[src/rtl/idle_gap_pkg.sv]
package idle_gap_pkg;
  typedef enum logic [1:0] {
    ST_FRESH,
    ST_BUSY,
    ST_GAP
  } gap_state_e;

  typedef struct packed {
    logic capture;  // request accepted this cycle
    logic fresh;    // no previous access since reset
    logic restart;  // previous access ended, clear elapsed counter
    logic advance;  // counting idle cycles
  } gap_strobe_t;
endpackage

[src/rtl/gap_ctrl.sv]
module gap_ctrl
  import idle_gap_pkg::*;
(
  input  logic        clk,
  input  logic        rstN,
  input  logic        reqValid,
  input  logic        accDone,
  input  logic        gapMet,
  output logic        reqReady,
  output gap_strobe_t strobe
);
  gap_state_e state, stateNext;
  logic take;

  assign reqReady = (state == ST_FRESH) || ((state == ST_GAP) && gapMet);
  assign take     = reqValid && reqReady;

  always_comb begin
    strobe.capture = take;
    strobe.fresh   = (state == ST_FRESH);
    strobe.restart = (state == ST_BUSY) && accDone;
    strobe.advance = (state == ST_GAP);
  end

  always_comb begin
    stateNext = state;
    unique case (state)
      ST_FRESH: if (take) stateNext = ST_BUSY;
      ST_BUSY:  if (accDone) stateNext = ST_GAP;
      ST_GAP:   if (take) stateNext = ST_BUSY;
      default:  stateNext = ST_FRESH;
    endcase
  end

  always_ff @(posedge clk) begin
    if (!rstN) state <= ST_FRESH;
    else       state <= stateNext;
  end
endmodule

[src/rtl/gap_datapath.sv]
module gap_datapath
  import idle_gap_pkg::*;
#(
  parameter int NUM_CS = 8,
  parameter int CNT_W  = 4,
  parameter int OFS_W  = 4,
  localparam int CS_W  = $clog2(NUM_CS),
  localparam int SUM_W = CNT_W + 1
) (
  input  logic                    clk,
  input  logic                    rstN,
  input  gap_strobe_t             strobe,
  input  logic [NUM_CS*CNT_W-1:0] cfgNegCnt,
  input  logic [NUM_CS*CNT_W-1:0] cfgRdTail,
  input  logic [NUM_CS*OFS_W-1:0] cfgAssertOfs,
  input  logic [NUM_CS*OFS_W-1:0] cfgNegateOfs,
  input  logic [CS_W-1:0]         reqCs,
  input  logic                    reqWrite,
  output logic                    gapMet,
  output logic                    launch,
  output logic [CS_W-1:0]         launchCs,
  output logic                    launchWrite,
  output logic [SUM_W-1:0]        gapDelay
);
  logic [CNT_W-1:0] negArr  [NUM_CS];
  logic [CNT_W-1:0] tailArr [NUM_CS];
  logic             ofsNz   [NUM_CS];

  for (genvar i = 0; i < NUM_CS; i++) begin : g_cs
    assign negArr[i]  = cfgNegCnt[i*CNT_W +: CNT_W];
    assign tailArr[i] = cfgRdTail[i*CNT_W +: CNT_W];
    assign ofsNz[i]   = (cfgAssertOfs[i*OFS_W +: OFS_W] != '0) ||
                        (cfgNegateOfs[i*OFS_W +: OFS_W] != '0);
  end

  logic [CS_W-1:0]  prevCs;
  logic             prevWrite;
  logic [CNT_W-1:0] prevNeg;
  logic [CNT_W-1:0] prevTail;
  logic             prevOfsNz;
  logic [SUM_W-1:0] elapsed;
  logic [SUM_W-1:0] need;
  logic             sameRead;

  assign sameRead = !reqWrite && (reqCs == prevCs);

  always_comb begin
    if (prevWrite)
      need = prevOfsNz ? '0 : SUM_W'(prevNeg);
    else if (sameRead)
      need = SUM_W'(prevNeg);
    else
      need = SUM_W'(prevNeg) + SUM_W'(prevTail);
  end

  assign gapMet = (elapsed >= need);

  always_ff @(posedge clk) begin
    if (!rstN) begin
      prevCs    <= '0;
      prevWrite <= 1'b0;
      prevNeg   <= '0;
      prevTail  <= '0;
      prevOfsNz <= 1'b0;
    end else if (strobe.capture) begin
      prevCs    <= reqCs;
      prevWrite <= reqWrite;
      prevNeg   <= negArr[reqCs];
      prevTail  <= tailArr[reqCs];
      prevOfsNz <= ofsNz[reqCs];
    end
  end

  always_ff @(posedge clk) begin
    if (!rstN)
      elapsed <= '0;
    else if (strobe.restart)
      elapsed <= '0;
    else if (strobe.advance && (elapsed != '1))
      elapsed <= elapsed + 1'b1;
  end

  always_ff @(posedge clk) begin
    if (!rstN) begin
      launch      <= 1'b0;
      launchCs    <= '0;
      launchWrite <= 1'b0;
      gapDelay    <= '0;
    end else begin
      launch <= strobe.capture;
      if (strobe.capture) begin
        launchCs    <= reqCs;
        launchWrite <= reqWrite;
        gapDelay    <= strobe.fresh ? '0 : need;
      end
    end
  end
endmodule

[src/rtl/idle_gap_gate.sv]
module idle_gap_gate
  import idle_gap_pkg::*;
#(
  parameter int NUM_CS = 8,
  parameter int CNT_W  = 4,
  parameter int OFS_W  = 4,
  localparam int CS_W  = $clog2(NUM_CS),
  localparam int SUM_W = CNT_W + 1
) (
  input  logic                    clk,
  input  logic                    rstN,
  input  logic [NUM_CS*CNT_W-1:0] cfgNegCnt,
  input  logic [NUM_CS*CNT_W-1:0] cfgRdTail,
  input  logic [NUM_CS*OFS_W-1:0] cfgAssertOfs,
  input  logic [NUM_CS*OFS_W-1:0] cfgNegateOfs,
  input  logic                    reqValid,
  input  logic [CS_W-1:0]         reqCs,
  input  logic                    reqWrite,
  output logic                    reqReady,
  input  logic                    accDone,
  output logic                    launch,
  output logic [CS_W-1:0]         launchCs,
  output logic                    launchWrite,
  output logic [SUM_W-1:0]        gapDelay
);
  gap_strobe_t strobe;
  logic gapMet;

  gap_ctrl ctrl_i (
    .clk(clk), .rstN(rstN), .reqValid(reqValid), .accDone(accDone),
    .gapMet(gapMet), .reqReady(reqReady), .strobe(strobe)
  );

  gap_datapath #(.NUM_CS(NUM_CS), .CNT_W(CNT_W), .OFS_W(OFS_W)) dp_i (
    .clk(clk), .rstN(rstN), .strobe(strobe),
    .cfgNegCnt(cfgNegCnt), .cfgRdTail(cfgRdTail),
    .cfgAssertOfs(cfgAssertOfs), .cfgNegateOfs(cfgNegateOfs),
    .reqCs(reqCs), .reqWrite(reqWrite), .gapMet(gapMet),
    .launch(launch), .launchCs(launchCs), .launchWrite(launchWrite),
    .gapDelay(gapDelay)
  );
endmodule

[config.mk]
export PLATFORM = sky130hd
export DESIGN_NAME = idle_gap_gate
export DESIGN_NICKNAME = d
export VERILOG_FILES = /design/src/rtl/idle_gap_pkg.sv /design/src/rtl/gap_ctrl.sv /design/src/rtl/gap_datapath.sv /design/src/rtl/idle_gap_gate.sv
export SDC_FILE = /design/constraint.sdc
export NUM_CORES = 1
export LEC_CHECK = 0
export BUFFER_PORTS_ARGS = -buffer_cell sky130_fd_sc_hd__buf_4
export CAP_MARGIN = 10
export CORE_AREA = 5 5 74 76
export DETAILED_ROUTE_END_ITERATION = 8
export DIE_AREA = 0 0 79 81
export PLACE_DENSITY_LB_ADDON = 0.05
export SLEW_MARGIN = 15
export SYNTH_ARGS = -nofsm -noshare
export SYNTH_HDL_FRONTEND = slang
export SYNTH_SLANG_ARGS = --single-unit
[constraint.sdc]
create_clock -name clk -period 6.05 [get_ports clk]
set_input_delay 0.605 -clock clk [delete_from_list [all_inputs] [get_ports clk]]
set_output_delay 0.605 -clock clk [all_outputs]
set_load 0.05 [all_outputs]
==> results.py <==
metrics = {
    "floorplanning": {
        "io_pins": 147,
        "core_area_mm2": 0.00466,
        "fp.dieW_um": 79,
        "initial_core_util": 0.432,
        "dieArea_mm2": 0.00640,
        "rows": 25,
        "die_y_um": 81,
    },
    "flow_run": {
        "cap_violations": 0,
    },
    "cells_and_area": {
        "ff_latch_area_um2": 520,
        "fin_util": 0.682,
        "multi_input_area_mm2": 0.00140,
        "drive_above_1_share": 0.489,
        "fill_cells": 409,
        "fin_nets": 499,
        "diodes": 0,
        "syn2layout_area_growth_pct": 57.7,
    },
    "clock_network": {
        "clock_path_buffers": 2,
        "cts_sinks": 26,
        "cts_resized": 0,
        "htree_levels": 1,
        "clkTransAtPathRegs_ns": 0.09,
        "cts_setup_buffers": 0,
        "cts_tree": "built",
        "root_buffer": "clkbuf_8",
        "worstSkewPairLatency_ns": 0.27,
        "postCtsHoldBufs": 0,
        "numCtsBuffers": 3,
    },
    "synthesis": {
        "synth.top_cell.area_share": 0.258,
        "synth_edf_count": 0,
        "netlist_instances": 212,
        "synthFlopType": "dfxtp_1",
        "synthTopCellsByCount": "dfxtp_1, a21oi_1, mux4_2, nor4_1, nor2_1",
        "async_flop_share": 0,
        "synth.distinct_cells": 42,
        "syn_area_mm2": 0.00201,
        "syn_avg_cell_area_um2": 9.50,
        "synth_nets": 360,
        "synth_area_leaders": "dfxtp_1, mux4_2, ha_1",
        "synth_most_common_cell": "dfxtp_1",
        "synth_seq_cells": 26,
        "yosysSeqAreaShare": 0.258,
        "ys_warn_count": 0,
        "synth.largest_area_cell": "dfxtp_1",
    },
    "worst_setup_path": {
        "reg2reg_depth": 11,
        "crit_start": "reqCs[1]",
        "r2r-start": "dp_i.prevNeg[0]",
        "regToRegEndpoint": "dp_i.prevOfsNz",
        "crit_end": "reqReady",
        "arrival_ns": 3.04,
        "r2r_setup_slack_ns": 2.86,
        "worstPathRequired_ns": 5.44,
        "startpoint_type": "input port",
        "cp_max_fo": 23,
        "end_kind": "output pin",
        "path_class": "in2out",
    },
    "global_routing": {
        "antenna_found_initial": 0,
        "grt_pass1_wl_mm": 10.8,
        "grtUsageTotal": 0.213,
        "grt_overflow": 0,
        "grt_pass1_vias": 2361,
        "grt_max_degree": 24,
    },
    "timing": {
        "min_period_over_period": 0.602,
        "tightestPinTransition_ns": 1.03,
        "finalClockSkew_ns": 0.00202,
        "slew_headroom": 0.311,
        "finalSetupTns_ns": 0,
        "fin_hold_ws_ns": 0.478,
        "worst_slack_ns": 2.41,
        "rsz0062_at_grt": "false",
        "setup_viol": 0,
        "drv_slew": 0,
        "period_needed_ns": 3.64,
        "fmax_mhz": 274,
        "hold_viol": 0,
    },
    "power_and_ir_drop": {
        "p_leak_nw": 1.47,
        "power.density_mw_per_mm2": 173,
        "power_uw": 550,
        "ir_worst_vdd_v": 0.0000888,
    },
    "placed_design": {
        "post-place-ws_ns": 2.43,
        "routabilityCongestion": 0.839,
        "dp_hpwl_mm": 6.08,
        "portBuffers": 146,
    },
    "drt": {
        "wl_per_cell_um": 17.2,
        "vias": 2236,
        "drt_wl_total_mm": 6.93,
        "post-route-drc-count": 0,
        "ant_nets": 0,
        "vias_per_cell": 5.53,
        "drtIter0Drc": 109,
        "firstDrtPassIters": 4,
    },
    "hold_path": {
        "min_path_type": "reg2reg",
    },
    "status": {
        "status": "finished clean",
    },
}
[per-layer routing]
| metal | GRT usage | vias up | wire length, um |
|---|---|---|---|
| li1 | - | 1103 | - |
| met1 | 0.257 | 1047 | 2710 |
| met2 | 0.387 | 80 | 3690 |
| met3 | 0.0333 | 6 | 456 |
| met4 | 0.0704 | 0 | 75 |
| met5 | 0 | - | 0 |
[worst min path at each step]
stage	start	endpoint	slack [ns]	cells after the start
6_report	dp_i.gapDelay[3]	dp_i.gapDelay[3]	0.48	2
5_1_grt	dp_i.gapDelay[3]	dp_i.gapDelay[3]	0.50	2
4_1_cts	dp_i.gapDelay[3]	dp_i.gapDelay[3]	0.48	2
3_5_place_dp	dp_i.gapDelay[3]	dp_i.gapDelay[3]	0.47	2
3_3_place_gp	dp_i.gapDelay[3]	dp_i.gapDelay[3]	0.46	2
2_1_floorplan	dp_i.elapsed[4]	dp_i.elapsed[4]	0.49	2
[metrics by stage]
| step | area, um^2 | cells |
|---|---|---|
| 2_1_floorplan | 2010 | 212 |
| 3_3_place_gp | 3120 | 400 |
| 3_5_place_dp | 3120 | 400 |
| 4_1_cts | 3180 | 404 |
| 5_1_grt | 3180 | 404 |
| 6_report | 3180 | 404 |
[where the power goes]
group / total (mW) / switching (mW) / internal [mW] / leakage [nW]
combinational: 0.239 / 0.113 / 0.126 / 1.22
clock: 0.111 / 0.0531 / 0.0581 / 0.0288
sequential: 0.200 / 0.0140 / 0.186 / 0.213
[cell usage in the layout (no fill, tap or decap), types with 5 or more instances in the layout]
cell,instances
a21oi_1,18
mux4_2,16
mux2i_1,12
buf_4,146
nor4_1,16
nor2b_1,5
xor2_1,5
a211oi_1,8
nand4_1,5
nand2_1,10
o21ai_0,5
dfxtp_1,26
nand3_1,7
ha_1,11
nor2_1,13
inv_1,8
[state kept, by name, indices dropped and copies added, names as in the netlist]
name,count
dp_i.prevTail,4
dp_i.launch,1
dp_i.elapsed,5
dp_i.prevOfsNz,1
dp_i.prevWrite,1
dp_i.prevCs,3
ctrl_i.state,2
dp_i.prevNeg,4
dp_i.gapDelay,5
[cell type report]
class                   count  share of cell area
flip-flops and latches     26               0.164
inverters                   9              0.0106
repair buffers            146               0.345
well taps                  54              0.0213
multi-input cells         165               0.442
clock buffers               4              0.0173
[critical path: stages]
cell and delay, ns:
buf_4 0.26, xor2_1 0.16, nor4_4 0.45, nor2_1 0.12, a22oi_1 0.25, ha_1 0.29, a21oi_1 0.12, o21ai_1 0.08
a21oi_2 0.25, inv_2 0.20, buf_4 0.24
[cell families (layout without fill, tap and decap cells)]
kind of cell,Yosys count,count (layout),synth area share
simple gates,65,65,0.180
compound gates,52,52,0.165
mux,28,28,0.239
flops,26,26,0.258
buf+inv,21,159,0.0447
fa+ha+maj,12,12,0.0783
xor+xnor,8,8,0.0348
No activity file was read; power rests on OpenSTA's default activity.
